## src/rtl/dmac_pkg.sv

```systemverilog
package dmac_pkg;
  typedef enum logic [1:0] {ST_IDLE, ST_FETCH, ST_MOVE, ST_SEG_END} eng_state_t;

  localparam int REG_MEM  = 0;
  localparam int REG_DEV  = 1;
  localparam int REG_CNT  = 2;
  localparam int REG_PTR  = 3;
  localparam int REG_MODE = 4;
  localparam int REG_CTRL = 5;

  localparam int CB_EN      = 0;
  localparam int CB_GO      = 1;
  localparam int CB_ABORT   = 2;
  localparam int CB_DONE    = 3;
  localparam int CB_SEGDONE = 4;

  localparam int MB_CHAIN = 0;
  localparam int MB_IRQEN = 1;

  localparam int NB_LAST = 1;
endpackage

```

## src/rtl/dmac_ctrl.sv

```systemverilog
module dmac_ctrl
  import dmac_pkg::*;
#(
  parameter int REG_IDX_W = 3
) (
  input  logic                 clk,
  input  logic                 rst,
  input  logic                 wr_en,
  input  logic [REG_IDX_W-1:0] wr_idx,
  input  logic [4:0]           wr_bits,
  input  logic                 busy_i,
  input  logic                 seg_done_i,
  input  logic                 chain_done_i,
  output logic                 start_o,
  output logic                 abort_o,
  output logic                 enable_o,
  output logic                 done_o,
  output logic                 seg_flag_o,
  output logic [1:0]           mode_o,
  output logic                 irq_o
);
  logic ctrl_wr, mode_wr;
  logic en_q, done_q, seg_q, irq_q;
  logic [1:0] mode_q;

  assign ctrl_wr = wr_en && (wr_idx == REG_IDX_W'(REG_CTRL));
  assign mode_wr = wr_en && (wr_idx == REG_IDX_W'(REG_MODE)) && !busy_i;
  assign abort_o = ctrl_wr && wr_bits[CB_ABORT];
  assign start_o = ctrl_wr && wr_bits[CB_EN] && wr_bits[CB_GO] &&
                   !wr_bits[CB_ABORT] && !busy_i;

  always_ff @(posedge clk) begin
    if (rst) begin
      en_q   <= 1'b0;
      done_q <= 1'b0;
      seg_q  <= 1'b0;
      irq_q  <= 1'b0;
      mode_q <= '0;
    end else begin
      if (mode_wr) mode_q <= wr_bits[1:0];
      if (abort_o) en_q <= 1'b0;
      else if (ctrl_wr) en_q <= wr_bits[CB_EN];
      if (chain_done_i) done_q <= 1'b1;
      else if (ctrl_wr && wr_bits[CB_DONE]) done_q <= 1'b0;
      if (seg_done_i) seg_q <= 1'b1;
      else if (ctrl_wr && wr_bits[CB_SEGDONE]) seg_q <= 1'b0;
      irq_q <= done_q && mode_q[MB_IRQEN];
    end
  end

  assign enable_o   = en_q;
  assign done_o     = done_q;
  assign seg_flag_o = seg_q;
  assign mode_o     = mode_q;
  assign irq_o      = irq_q;

  // job done only rises right after the engine was active
  p_done_from_active_r7: assert property (@(posedge clk) disable iff (rst)
    $rose(done_q) |-> $past(busy_i));
  // a job end is always also a segment end
  p_seg_with_last_r7: assert property (@(posedge clk) disable iff (rst)
    chain_done_i |-> seg_done_i);
  // an abort never produces a done flag
  p_abort_no_done_r10: assert property (@(posedge clk) disable iff (rst)
    (abort_o && !done_q) |=> !done_q);
endmodule

```

## src/rtl/dmac_engine.sv

```systemverilog
module dmac_engine
  import dmac_pkg::*;
#(
  parameter int DATA_W    = 32,
  parameter int REG_IDX_W = 3
) (
  input  logic                 clk,
  input  logic                 rst,
  input  logic                 wr_en,
  input  logic [REG_IDX_W-1:0] wr_idx,
  input  logic [DATA_W-1:0]    wr_data,
  input  logic                 start_i,
  input  logic                 abort_i,
  input  logic                 chain_mode_i,
  input  logic                 desc_ack_i,
  input  logic [DATA_W-1:0]    desc_data_i,
  input  logic                 copy_ready_i,
  output logic                 busy_o,
  output logic                 seg_done_o,
  output logic                 chain_done_o,
  output logic                 desc_req_o,
  output logic [DATA_W-1:0]    desc_addr_o,
  output logic                 copy_valid_o,
  output logic [DATA_W-1:0]    copy_mem_addr_o,
  output logic [DATA_W-1:0]    copy_dev_addr_o,
  output logic [DATA_W-1:0]    cnt_o,
  output logic [DATA_W-1:0]    ptr_o
);
  localparam int BEAT_BYTES = DATA_W / 8;
  localparam int DESC_WORDS = 4;
  localparam int WIDX_W     = $clog2(DESC_WORDS);
  localparam int WORD_LSB   = $clog2(BEAT_BYTES);
  localparam int ALIGN_W    = WIDX_W + WORD_LSB;

  eng_state_t st_q;
  logic [WIDX_W-1:0] widx_q;
  logic [DATA_W-1:0] mem_q, dev_q, cnt_q, ptr_q;
  logic cfg_wr, last_beat, chain_end;

  assign cfg_wr    = wr_en && (st_q == ST_IDLE);
  assign last_beat = cnt_q <= DATA_W'(BEAT_BYTES);
  assign chain_end = !chain_mode_i || ptr_q[NB_LAST];

  always_ff @(posedge clk) begin
    if (rst) begin
      st_q   <= ST_IDLE;
      widx_q <= '0;
      mem_q  <= '0;
      dev_q  <= '0;
      cnt_q  <= '0;
      ptr_q  <= '0;
    end else if (abort_i) begin
      st_q   <= ST_IDLE;
      widx_q <= '0;
    end else begin
      case (st_q)
        ST_IDLE: begin
          if (cfg_wr) begin
            if (wr_idx == REG_IDX_W'(REG_MEM)) mem_q <= wr_data;
            if (wr_idx == REG_IDX_W'(REG_DEV)) dev_q <= wr_data;
            if (wr_idx == REG_IDX_W'(REG_CNT)) cnt_q <= wr_data;
            if (wr_idx == REG_IDX_W'(REG_PTR)) ptr_q <= wr_data;
          end
          if (start_i) begin
            widx_q <= '0;
            if (chain_mode_i) st_q <= ST_FETCH;
            else st_q <= (cnt_q == '0) ? ST_SEG_END : ST_MOVE;
          end
        end
        ST_FETCH: begin
          if (desc_ack_i) begin
            case (widx_q)
              WIDX_W'(0): mem_q <= desc_data_i;
              WIDX_W'(1): dev_q <= desc_data_i;
              WIDX_W'(2): cnt_q <= desc_data_i;
              default:    ptr_q <= desc_data_i;
            endcase
            widx_q <= widx_q + WIDX_W'(1);
            if (widx_q == WIDX_W'(DESC_WORDS - 1))
              st_q <= (cnt_q == '0) ? ST_SEG_END : ST_MOVE;
          end
        end
        ST_MOVE: begin
          if (copy_ready_i) begin
            mem_q <= mem_q + DATA_W'(BEAT_BYTES);
            dev_q <= dev_q + DATA_W'(BEAT_BYTES);
            cnt_q <= last_beat ? '0 : cnt_q - DATA_W'(BEAT_BYTES);
            if (last_beat) st_q <= ST_SEG_END;
          end
        end
        default: begin
          widx_q <= '0;
          st_q   <= chain_end ? ST_IDLE : ST_FETCH;
        end
      endcase
    end
  end

  assign busy_o          = st_q != ST_IDLE;
  assign seg_done_o      = (st_q == ST_SEG_END) && !abort_i;
  assign chain_done_o    = seg_done_o && chain_end;
  assign desc_req_o      = st_q == ST_FETCH;
  assign desc_addr_o     = {ptr_q[DATA_W-1:ALIGN_W], widx_q, {WORD_LSB{1'b0}}};
  assign copy_valid_o    = st_q == ST_MOVE;
  assign copy_mem_addr_o = mem_q;
  assign copy_dev_addr_o = dev_q;
  assign cnt_o           = cnt_q;
  assign ptr_o           = ptr_q;

  // abort returns the engine to idle on the next cycle
  p_abort_halts_r10: assert property (@(posedge clk) disable iff (rst)
    abort_i |=> !busy_o);
  // an accepted beat advances the source address by one word
  p_beat_step_r4: assert property (@(posedge clk) disable iff (rst)
    (copy_valid_o && copy_ready_i && !abort_i) |=>
      copy_mem_addr_o == $past(copy_mem_addr_o) + DATA_W'(BEAT_BYTES));
  // a stalled beat keeps its request and addresses
  p_copy_hold_r4: assert property (@(posedge clk) disable iff (rst)
    (copy_valid_o && !copy_ready_i && !abort_i) |=>
      copy_valid_o && $stable(copy_mem_addr_o) && $stable(copy_dev_addr_o));
  // an unanswered record read holds its address
  p_fetch_hold_r5: assert property (@(posedge clk) disable iff (rst)
    (desc_req_o && !desc_ack_i && !abort_i) |=> desc_req_o && $stable(desc_addr_o));
  // software cannot move the pointer while data is moving
  p_ptr_locked_r11: assert property (@(posedge clk) disable iff (rst)
    (st_q == ST_MOVE) |=> $stable(ptr_q));
endmodule

```

## src/rtl/dmac_chain_channel.sv

```systemverilog
module dmac_chain_channel
  import dmac_pkg::*;
#(
  parameter int DATA_W    = 32,
  parameter int REG_IDX_W = 3
) (
  input  logic                 clk,
  input  logic                 rst,
  input  logic                 reg_wr_en,
  input  logic [REG_IDX_W-1:0] reg_idx,
  input  logic [DATA_W-1:0]    reg_wdata,
  output logic [DATA_W-1:0]    reg_rdata,
  output logic                 desc_req,
  output logic [DATA_W-1:0]    desc_addr,
  input  logic                 desc_ack,
  input  logic [DATA_W-1:0]    desc_data,
  output logic                 copy_valid,
  input  logic                 copy_ready,
  output logic [DATA_W-1:0]    copy_mem_addr,
  output logic [DATA_W-1:0]    copy_dev_addr,
  output logic                 irq
);
  logic start, abort, busy, seg_done, chain_done;
  logic enable, done, seg_flag;
  logic [1:0] mode;
  logic [DATA_W-1:0] cnt, ptr;

  dmac_ctrl #(.REG_IDX_W(REG_IDX_W)) ctrl_i (
    .clk(clk), .rst(rst), .wr_en(reg_wr_en), .wr_idx(reg_idx),
    .wr_bits(reg_wdata[4:0]), .busy_i(busy), .seg_done_i(seg_done),
    .chain_done_i(chain_done), .start_o(start), .abort_o(abort),
    .enable_o(enable), .done_o(done), .seg_flag_o(seg_flag),
    .mode_o(mode), .irq_o(irq)
  );

  dmac_engine #(.DATA_W(DATA_W), .REG_IDX_W(REG_IDX_W)) eng_i (
    .clk(clk), .rst(rst), .wr_en(reg_wr_en), .wr_idx(reg_idx),
    .wr_data(reg_wdata), .start_i(start), .abort_i(abort),
    .chain_mode_i(mode[MB_CHAIN]), .desc_ack_i(desc_ack),
    .desc_data_i(desc_data), .copy_ready_i(copy_ready), .busy_o(busy),
    .seg_done_o(seg_done), .chain_done_o(chain_done), .desc_req_o(desc_req),
    .desc_addr_o(desc_addr), .copy_valid_o(copy_valid),
    .copy_mem_addr_o(copy_mem_addr), .copy_dev_addr_o(copy_dev_addr),
    .cnt_o(cnt), .ptr_o(ptr)
  );

  always_ff @(posedge clk) begin
    if (rst) reg_rdata <= '0;
    else begin
      case (reg_idx)
        REG_IDX_W'(REG_MEM):  reg_rdata <= copy_mem_addr;
        REG_IDX_W'(REG_DEV):  reg_rdata <= copy_dev_addr;
        REG_IDX_W'(REG_CNT):  reg_rdata <= cnt;
        REG_IDX_W'(REG_PTR):  reg_rdata <= ptr;
        REG_IDX_W'(REG_MODE): reg_rdata <= DATA_W'(mode);
        REG_IDX_W'(REG_CTRL): reg_rdata <= DATA_W'({seg_flag, done, 1'b0, busy, enable});
        default:              reg_rdata <= '0;
      endcase
    end
  end
endmodule

```

## config.mk

```make
export PLATFORM = sky130hd
export DESIGN_NAME = dmac_chain_channel
export DESIGN_NICKNAME = d
export VERILOG_FILES = /design/src/rtl/dmac_pkg.sv /design/src/rtl/dmac_ctrl.sv /design/src/rtl/dmac_engine.sv /design/src/rtl/dmac_chain_channel.sv
export SDC_FILE = /design/constraint.sdc
export NUM_CORES = 1
export LEC_CHECK = 0
export BUFFER_PORTS_ARGS = -buffer_cell sky130_fd_sc_hd__buf_2
export CORE_UTILIZATION = 45
export DETAILED_ROUTE_END_ITERATION = 8
export GPL_TIMING_DRIVEN = 0
export PLACE_DENSITY = 0.67
export SLEW_MARGIN = 0
export SYNTH_ARGS = -nofsm -noshare
export SYNTH_HDL_FRONTEND = slang
export SYNTH_HIERARCHICAL = 1
export SYNTH_SLANG_ARGS = --single-unit
```

## constraint.sdc

```tcl
create_clock -name clk -period 4 [get_ports clk]
set_clock_uncertainty 0.15 [all_clocks]
set_input_delay 0.4 -clock clk [delete_from_list [all_inputs] [get_ports clk]]
set_output_delay 0.4 -clock clk [all_outputs]
set_load 0.02 [all_outputs]
```

==> impl_summary.md, run 1 <==
Outcome
The run finished, with violations left. The final reports fail on max-capacitance violations, max-slew violations.

Hold path
The worst hold path was traced through 3 stages. The worst hold path terminates at eng_i/ptr_o[11]$_SDFFE_PP0P_. The worst min-delay path startpoint is reg_wdata[11]. The classification of the worst-slack hold path is input port to flip-flop.

Logic synthesis
The count of flip-flops with a built-in enable after synthesis is 0. After synthesis, the share of flip-flops with an asynchronous set or reset is 0. The average cell area after synthesis is 7.79 um2. The combinational family with the most area after synthesis is simple AND/OR/NAND/NOR gates. The simple-gate share of the synthesized area is 0.258.

The share of the Yosys chip area taken by registers is 0.306. The post-synthesis share of cell area spent on full adders, half adders and majority gates is 0.0146. The Yosys warning count is 6. The post-synthesis sequential element count is 170. The count of different cell masters after synthesis is 85. The multiplexer share of the synthesized area is 0.0858. After synthesis the cells add up to 11,100 um2. The prevailing post-synth register cell is dfxtp_1. The number of cells produced by synthesis is 1,427.

The complex-gate fraction of the synthesized area is 0.234. Of the total synthesized cell area, the portion taken by XOR and XNOR cells is 0.0205.

Detailed routing
The first TritonRoute pass finished after 6 iterations. The routed design has 58.0 mm of wire. The detailed router placed 13,200 vias in this run. The remaining number of nets flagged by the antenna check after routing is 0.

After the first detailed-routing iteration, the DRC count stood at 1,983. Dividing the detail-routed wire length by the instance count gives 29.2 um. The vias per cell is 6.65. In the routed design, unresolved DRC markers number 0.

Worst setup path
The largest fanout on the critical path is 10. The start-to-end type of the worst setup path is flip-flop to flip-flop. Measured in cells, the most critical reg-to-reg path has a length of 10.

At the worst endpoint, the arrival time is 4.19 ns. The startpoint identified for the worst register-to-register timing path is eng_i/st_q[0]$_SDFFE_PP0P_. STA classifies the critical path endpoint as a flip-flop.

In this run the critical register-to-register path is captured at eng_i/copy_dev_addr_o[13]$_SDFFE_PP0P_. The flop-to-flop setup slack is 0.01 ns. The kind of start point of the critical path is a flip-flop. For the worst setup path, the data required time is 4.20 ns.

Finish
The number of nets in the layout is 1,732. From synthesis to final layout, the design area changed by 18.2%. The final instance area is 13,100 um2. The proportion of layout cells with a drive suffix above 1 is 0.185.

Global route
Entering global routing, the biggest net connects 18 pins. Across every metal layer, demand over resource in global routing totals 0.446. The number of antenna violations at the first check in global routing is 3. The via count of the first global-routing pass is 11,900. The total global routing overflow is 0. The first global-routing pass estimated 82.2 mm of wire.

STA
Of the available clock period, the critical path in the final layout requires 0.998. Setup slack on the critical path of the routed design comes to 0.00995 ns. Adding up every negative setup slack in the final design gives 0 ns. The worst path in the final design needs a cycle of 3.99 ns, including I/O delays and setup. The pin slew with the least headroom to its limit is 1.52 ns. The maximum frequency from static timing analysis is 251 MHz. Setup repair after global routing left no endpoint under its margin.

The count of pins over their slew limit is 10. Setup violations remaining at the end of the flow were counted as 0. The final hold violation count was 0. The worst hold margin is 0.103 ns.

The worst-case headroom to the max-slew limit is -0.0238.

Die
From left edge to right edge, the die measures 159 um. The core region is 24,200 um2. For this configuration, the core starts out at a cell density of 0.458. The die area is 25,300 um2. The placement row count is 57.

The number of primary I/O pins is 203. The vertical die dimension is 159 um.

CTS
The clock tree from TritonCTS is built. In this run the deepest clock path goes through 2 buffers. Clock-pin slew was measured on the worst setup and hold paths at 0.08 ns. Clock tree synthesis selected as its root buffer the cell clkbuf_16. In this run, CTS created clock tree buffers numbering 17.

In this run the post-CTS setup repair buffer count came out at 0. Clock latency on the worst-skew pair, taken at its later pin, is 0.44 ns. The number of clock sinks seen by CTS is 170. The H-tree depth is 4.

Placement
Input and output buffers added on the ports amount to 200. The HPWL after detailed placement is 44.1 mm. Before CTS, the worst setup slack after placement is 0.0347 ns. At the end of routability-driven placement, the weighted congestion stood at 1.04. The post-detailed-placement cell area is 12,500 um2.

Power
Summed over all cells, the static leakage comes to 5.34 nW. Dividing total power by cell area gives a power density of 724 nW/um2. The highest ir drop seen on vdd is 0.000343 V.

Job
The max-capacitance violation count is 1.
-- flip-flops by register name, summed over array words and instances, names as in the netlist --
signal	cells
ctrl_i/enable_o	1
eng_i/cnt_o	32
ctrl_i/irq_o	1
reg_rdata	32
eng_i/copy_dev_addr_o	32
eng_i/copy_mem_addr_o	32
eng_i/st_q	2
eng_i/widx_q	2
ctrl_i/done_o	1
ctrl_i/mode_o	2
ctrl_i/seg_flag_o	1
eng_i/ptr_o	32
-- cell usage in the layout, fill, tap and decap left out, types with 17 or more instances in the layout --
cell,netlist,routed
nor3_1,35,34
a21oi_1,75,74
buf_2,11,211
or4_1,20,20
o21ai_0,67,67
nand4_1,36,36
clkbuf_16,0,17
nand2_1,109,109
and3_1,18,18
dfxtp_1,170,170
and2_1,36,36
buf_4,30,30
clkbuf_1,87,86
inv_1,42,42
o22ai_1,29,29
mux2i_1,87,87
nor2_1,136,136
nand2b_1,30,30
a311oi_1,35,35
a31oi_1,43,43
nand3_1,55,55
-- how the worst max path moves through the flow --
| stage | start | to | slack, ns |
|---|---|---|---|
| detailed placement | reg_idx[1] | eng_i/ptr_o[22]$_SDFFE_PP0P_ | 0.03 |
| CTS | eng_i/st_q[0]$_SDFFE_PP0P_ | eng_i/ptr_o[22]$_SDFFE_PP0P_ | 0.04 |
| floorplan | eng_i/cnt_o[16]$_SDFFE_PP0P_ | eng_i/cnt_o[0]$_SDFFE_PP0P_ | 1.19 |
| global placement | eng_i/st_q[0]$_SDFFE_PP0P_ | eng_i/copy_dev_addr_o[13]$_SDFFE_PP0P_ | -0.11 |
| finish | eng_i/st_q[0]$_SDFFE_PP0P_ | eng_i/copy_dev_addr_o[13]$_SDFFE_PP0P_ | 0.01 |
| global route | eng_i/st_q[0]$_SDFFE_PP0P_ | eng_i/copy_dev_addr_o[13]$_SDFFE_PP0P_ | 0.01 |
-- logic make-up (layout without fill, tap and decap cells) --
group	after synthesis	after routing
AO/OA/AOI/OAI	384	384
XOR/XNOR	26	26
adder cells (fa/ha/maj)	13	13
buffers and inverters	185	417
flip-flops	170	170
multiplexers	92	92
other	1	4
AND/OR/NAND/NOR	556	556
-- metrics by stage --
stage          total power (W)  std cells  utilization
2_1_floorplan          0.00550       1428            -
3_3_place_gp           0.00744       1952        0.517
3_5_place_dp           0.00745       1952        0.517
4_1_cts                0.00919       1984        0.541
5_1_grt                0.00977       1985        0.542
6_report               0.00951       1986        0.542
-- where the power goes --
part | internal [W] | total (W) | switching, W
sequential | 0.00207 | 0.00267 | 0.000600
combinational | 0.00155 | 0.00509 | 0.00354
clock | 0.000906 | 0.00175 | 0.000847
-- cell type report --
type	count	area [um2]
inverters	44	165
flip-flops and latches	170	3400
diodes	2	5.00
plain buffers	141	738
clock buffers	18	439
repair buffers	200	1000
fillers	2410	11100
clock inverters	14	151
well taps	324	405
multi-input cells	1073	6840
-- layer usage --
metal  GRT usage  vias up  share of wire
met5           0        -        0.00043
met4       0.222        4          0.055
met3       0.162      213           0.15
met2       0.635     1073           0.40
met1       0.590     6201           0.39
li1            -     5725              -
-- cells in the mapped netlist (all sizes together) (14+ instances only) --
cell	instances	share of area
mux2i	87	0.078
nor4	18	0.012
or4	20	0.014
dfxtp	170	0.31
nand2b	30	0.017
nand3	55	0.025
or3	16	0.0095
a21o	14	0.0095
a31oi	43	0.024
buf	53	0.036
a21oi	75	0.034
and3	18	0.010
nand4	36	0.020
o21ai	68	0.031
clkbuf	88	0.030
nand2	109	0.037
a311oi	35	0.028
o22ai	29	0.016
o211ai	15	0.010
nor2	136	0.046
xnor2	14	0.011
inv	43	0.015
nor2b	15	0.0084
and2	37	0.021
nor3	36	0.017
-- worst max-delay path, stage by stage (launching register included) --
cell and delay (ns):
dfxtp_1 0.42, inv_1 0.10, ha_1 0.30, clkbuf_1 0.43
clkbuf_1 0.47, clkbuf_1 0.54, clkbuf_1 0.57, nor2_1 0.15
nor2_1 0.43, o31ai_1 0.14, o21ai_0 0.19
-- timing repair --
| item | CTS | global route |
|---|---|---|
| setup endpoints to repair | 0 | 45 |
| hold buffers | 0 | 0 |
| endpoints found under the hold margin | 0 | 0 |
| resized for setup | 0 | 4 |
Note: power is estimated with default switching activity, not from simulation.
==> run 2, diff against run 1 <==
- ABC_AREA: not set -> 1
- PLACE_DENSITY: 0.67 -> 0.66
==> run 2 against run 1 <==
  * The run now ends clean
  * Flip-flop and latch count stayed put
  * Synthesized cell count increased by 36%
  * Total power down 14%
  * Critical path depth shrank 3
  * Via count grew 9.0%
  * Worst hold slack worse by 0.022 ns
  * Largest power group unchanged
  * Die area is 4.4% higher
==> impl_summary.md, run 2 <==
Outcome
Outcome: finished, final reports clean (was complete, but fails checks).

Worst setup path
The cell type group with the largest total delay on the critical path was buffers and inverters (unchanged). Cell chain of the critical path: inv_1 > ha_1 > clkbuf_1 > clkbuf_1 > nor2_1 > o31ai_1 > inv_1 (was inv_1 > ha_1 > clkbuf_1 > clkbuf_1 > clkbuf_1 > clkbuf_1 > nor2_1 > nor2_1 > o31ai_1 > o21ai_0). The start-to-end type of the worst setup path was flip-flop to flip-flop (unchanged). The cell depth of the worst flop-to-flop path was 7 (was 10). The delay of the slowest critical-path stage was 0.75 ns (was 0.57 ns).

The kind of start point of the critical path was a flip-flop (unchanged). The critical path required time was 4.19 ns (was 4.20 ns). The slowest cell on the critical path is clkbuf_1 (unchanged).

The worst path arrival time is 3.19 ns (was 4.19 ns). The capturing element type of the critical path is a flip-flop (unchanged). The largest fanout on the critical path is 10 (unchanged). The number of buffers and inverters on the critical path is 4 (was 5). The path length in cells of the critical path is 7 (was 10).

CTS
The number of clock sinks seen by CTS is 170 (unchanged). The buffer depth of the longest clock path came to 2 (unchanged). The root buffer cell is clkbuf_16 (unchanged). The clock-pin slew reported for the worst setup and hold paths after clock tree synthesis was 0.08 ns (about the same). The number of buffers inserted by post-CTS setup repair was 0 (unchanged).

The quantity of gates resized following cts is 0 (unchanged). The clock buffer count from CTS is 17 (unchanged). The total of hold buffers inserted after clock tree synthesis is 0 (unchanged).

The H-tree depth is 4 (unchanged). The clock tree from TritonCTS is built (unchanged). The clock network latency to the later pin of the worst-skew pair is 0.45 ns (was 0.44 ns).

Detailed routing
The vias per cell came to 5.77 (was 6.65). The via count of the routed design is 14,400 (was 13,200). The number of optimization iterations in the first detailed-route pass is 9 (was 6).

The wire length per cell is 22.8 um (was 29.2 um). The routed wire length is 57.0 mm (was 58.0 mm). The remaining number of nets flagged by the antenna check after routing was 0 (unchanged). The violation count after the first detailed-routing iteration is 1,643 (was 1,983).

The number of design rule violations left after detail routing is 0 (unchanged).

Power
The overall power of the completed layout is 0.00814 W (was 0.00951 W). The share of power burned in registers was 0.310 (was 0.281). The highest ir drop seen on vdd is 0.000261 V (was 0.000343 V). The total power per unit cell area is 599 nW/um2 (was 724 nW/um2). The proportion of total power due to net switching is 0.513 (was 0.524). The internal power is 0.00397 W (was 0.00453 W). The fraction of power consumed by the clock network came to 0.206 (was 0.184).

The combinational share of power is 0.484 (was 0.535). The leakage dissipation is 6.63 nW (was 5.34 nW). The switching power is 0.00417 W (was 0.00499 W).

Global route
The wire length of the first global-routing pass is 82.1 mm (was 82.2 mm). The number of antenna violations at the first check in global routing was 1 (was 3). The total global routing overflow was 0 (unchanged). The overall global routing resource usage is 0.426 (was 0.446).

The largest net degree at the start of global routing is 18 (unchanged). The via count of the first global-routing pass was 13,100 (was 11,900).

Logic synthesis
The prevailing post-synth register cell is dfxtp_1 (unchanged). The share of synthesized flip-flops with an asynchronous set or reset is 0 (unchanged). Main area contributors after synthesis: dfxtp_1 29%, nand2_1 18%, nor2_1 9.7% (was dfxtp_1 31%, mux2i_1 7.8%, nor2_1 4.6%). The count of flip-flops with a built-in enable after synthesis is 0 (unchanged). The number of cells produced by synthesis is 1,934 (was 1,427). The sequential fraction of the synthesis area is 0.293 (was 0.306).

The total standard cell area after synthesis is 11,600 um2 (was 11,100 um2). The average cell area after synthesis is 6.00 um2 (was 7.79 um2). The count of different cell masters after synthesis is 46 (was 85). The most frequent cell after synthesis is nand2_1 (was dfxtp_1). The Yosys warning count is 6 (unchanged). The post-synthesis sequential element count is 170 (unchanged). The most area-hungry cell type in the Yosys netlist is dfxtp_1 (unchanged). The proportion of netlist area held by the largest area contributor was 0.293 (was 0.306). Top cells by count, synth: 564 x nand2_1, 300 x nor2_1, 170 x dfxtp_1 (was 170 x dfxtp_1, 136 x nor2_1, 109 x nand2_1).

Die
The die width came to 163 um (was 159 um). The initial core utilization was 0.460 (was 0.458). The vertical die dimension is 163 um (was 159 um). The floorplan core area came to 25,300 um2 (was 24,200 um2).

The die area is 26,400 um2 (was 25,300 um2). The number of primary I/O pins came to 203 (unchanged). The placement row count is 58 (was 57).

Placement
The routability-driven placement congestion ratio is 1.01 (was 1.04). The number of input and output port buffers inserted was 200 (unchanged). The HPWL after detailed placement is 44.8 mm (was 44.1 mm). The count of placed standard cells including taps is 2,465 (was 1,952).

STA
RSZ-0062 raised after global routing: no (unchanged). The portion of the clock cycle consumed by the worst path in the final layout is 0.750 (was 0.998). The maximum frequency from static timing analysis is 333 MHz (was 251 MHz). The final number of setup-violating endpoints is 0 (unchanged). The final hold violation count is 0 (unchanged). The pin slew with the least headroom to its limit is 0.926 ns (was 1.52 ns). The worst-case headroom to the max-slew limit is 0.383 (was -0.0238). The minimum clock period after layout is 3.00 ns (was 3.99 ns). The aggregate negative setup slack is 0 ns (unchanged). The count of pins over their slew limit is 0 (was 10).

Finish
Commonest cells after routing, fill and taps aside: 564 x nand2_1, 300 x nor2_1, 231 x buf_2, 170 x dfxtp_1, 147 x inv_1 (was 211 x buf_2, 170 x dfxtp_1, 136 x nor2_1, 109 x nand2_1, 87 x mux2i_1). The leading cell type in the layout, fill and taps excluded is nand2_1 (was buf_2). The final non-filler cell total is 2,498 (was 1,986).

The layout overhead on the synthesized area was 17.1% (was 18.2%). The proportion of layout cells with a drive suffix above 1 came to 0.175 (was 0.185). The number of nets in the layout is 2,239 (was 1,732).

Hold path
The classification of the worst-slack hold path is input port to flip-flop (unchanged). The cell count of the worst hold path is 3 (unchanged).

Job
The max-capacitance violation count is 0 (was 1).
[run 2: cell types whose count changed in the layout (fill, tap and decap cells not counted), sizes merged, moves of 37 or more]
cell and delta:
mux2i -87, and2 -37, clkbuf -51, nand2 +467
nor2 +185, o21ai +130, inv +116
[run 2: per-stage QoR]
step	worst slack, ns	hold slack, ns	utilization	cell area (um2)
floorplan	1.95	0.273	-	11600
global placement	1.18	0.298	0.516	13000
detailed placement	1.16	0.312	0.516	13000
CTS	1.13	0.0755	0.538	13600
global route	0.880	0.0856	0.538	13600
finish	0.999	0.0805	0.538	13600
[run 2: worst paths after layout]
path | from | to | slack (ns)
worst max register to register | eng_i/st_q[1]$_SDFFE_PP0P_ | eng_i/copy_dev_addr_o[6]$_SDFFE_PP0P_ | 1.0
worst min-delay path | reg_wdata[19] | eng_i/ptr_o[19]$_SDFFE_PP0P_ | 0.08
worst min register to register | ctrl_i/seg_flag_o$_SDFFE_PP0P_ | ctrl_i/seg_flag_o$_SDFFE_PP0P_ | 0.33
worst max-delay path | eng_i/st_q[1]$_SDFFE_PP0P_ | eng_i/copy_dev_addr_o[6]$_SDFFE_PP0P_ | 1.0
[run 2: logic make-up (layout without fill, tap and decap cells)]
| group | after synthesis | after routing | share of synthesized area |
|---|---|---|---|
| AOI/OAI and AO/OA | 359 | 359 | 0.163 |
| xor gates and xnor gates | 22 | 22 | 0.0166 |
| adders and majority gates | 13 | 13 | 0.0140 |
| buffers and inverters | 284 | 516 | 0.114 |
| DFF | 170 | 170 | 0.293 |
| other | 1 | 3 | 0.000323 |
| and+or+nand+nor | 1085 | 1085 | 0.399 |
[run 2: layout make-up]
cell class | count | area (um2)
clock inverters | 14 | 131
fillers | 2705 | 11700
well taps | 330 | 413
multi-input cells | 1481 | 6890
repair buffers | 200 | 1000
diodes | 1 | 2.50
plain buffers | 121 | 704
clock buffers | 18 | 429
inverters | 163 | 622
flip-flops and latches | 170 | 3400
[run 2: power by group through the flow]
stage               logic [W]  clock network, W  registers [W]
finish                0.00394           0.00167        0.00253
global route          0.00419           0.00173        0.00255
CTS                   0.00382           0.00167        0.00250
detailed placement    0.00379                 0        0.00254
global placement      0.00379                 0        0.00253
floorplan             0.00222                 0        0.00262
[run 2: worst reg2reg max path, cell delays in order, from the launching register on]
cell and delay [ns]:
dfxtp_1 0.43, inv_1 0.10, ha_1 0.28, clkbuf_1 0.36, clkbuf_1 0.75, nor2_1 0.39, o31ai_1 0.37, inv_1 0.06
[run 2: layer usage]
metal,global-route usage,wire length [um],up-vias
li1,-,-,6679
met5,0,0,-
met2,0.662,24800,884
met4,0.186,2520,0
met1,0.555,22700,6661
met3,0.108,6960,177
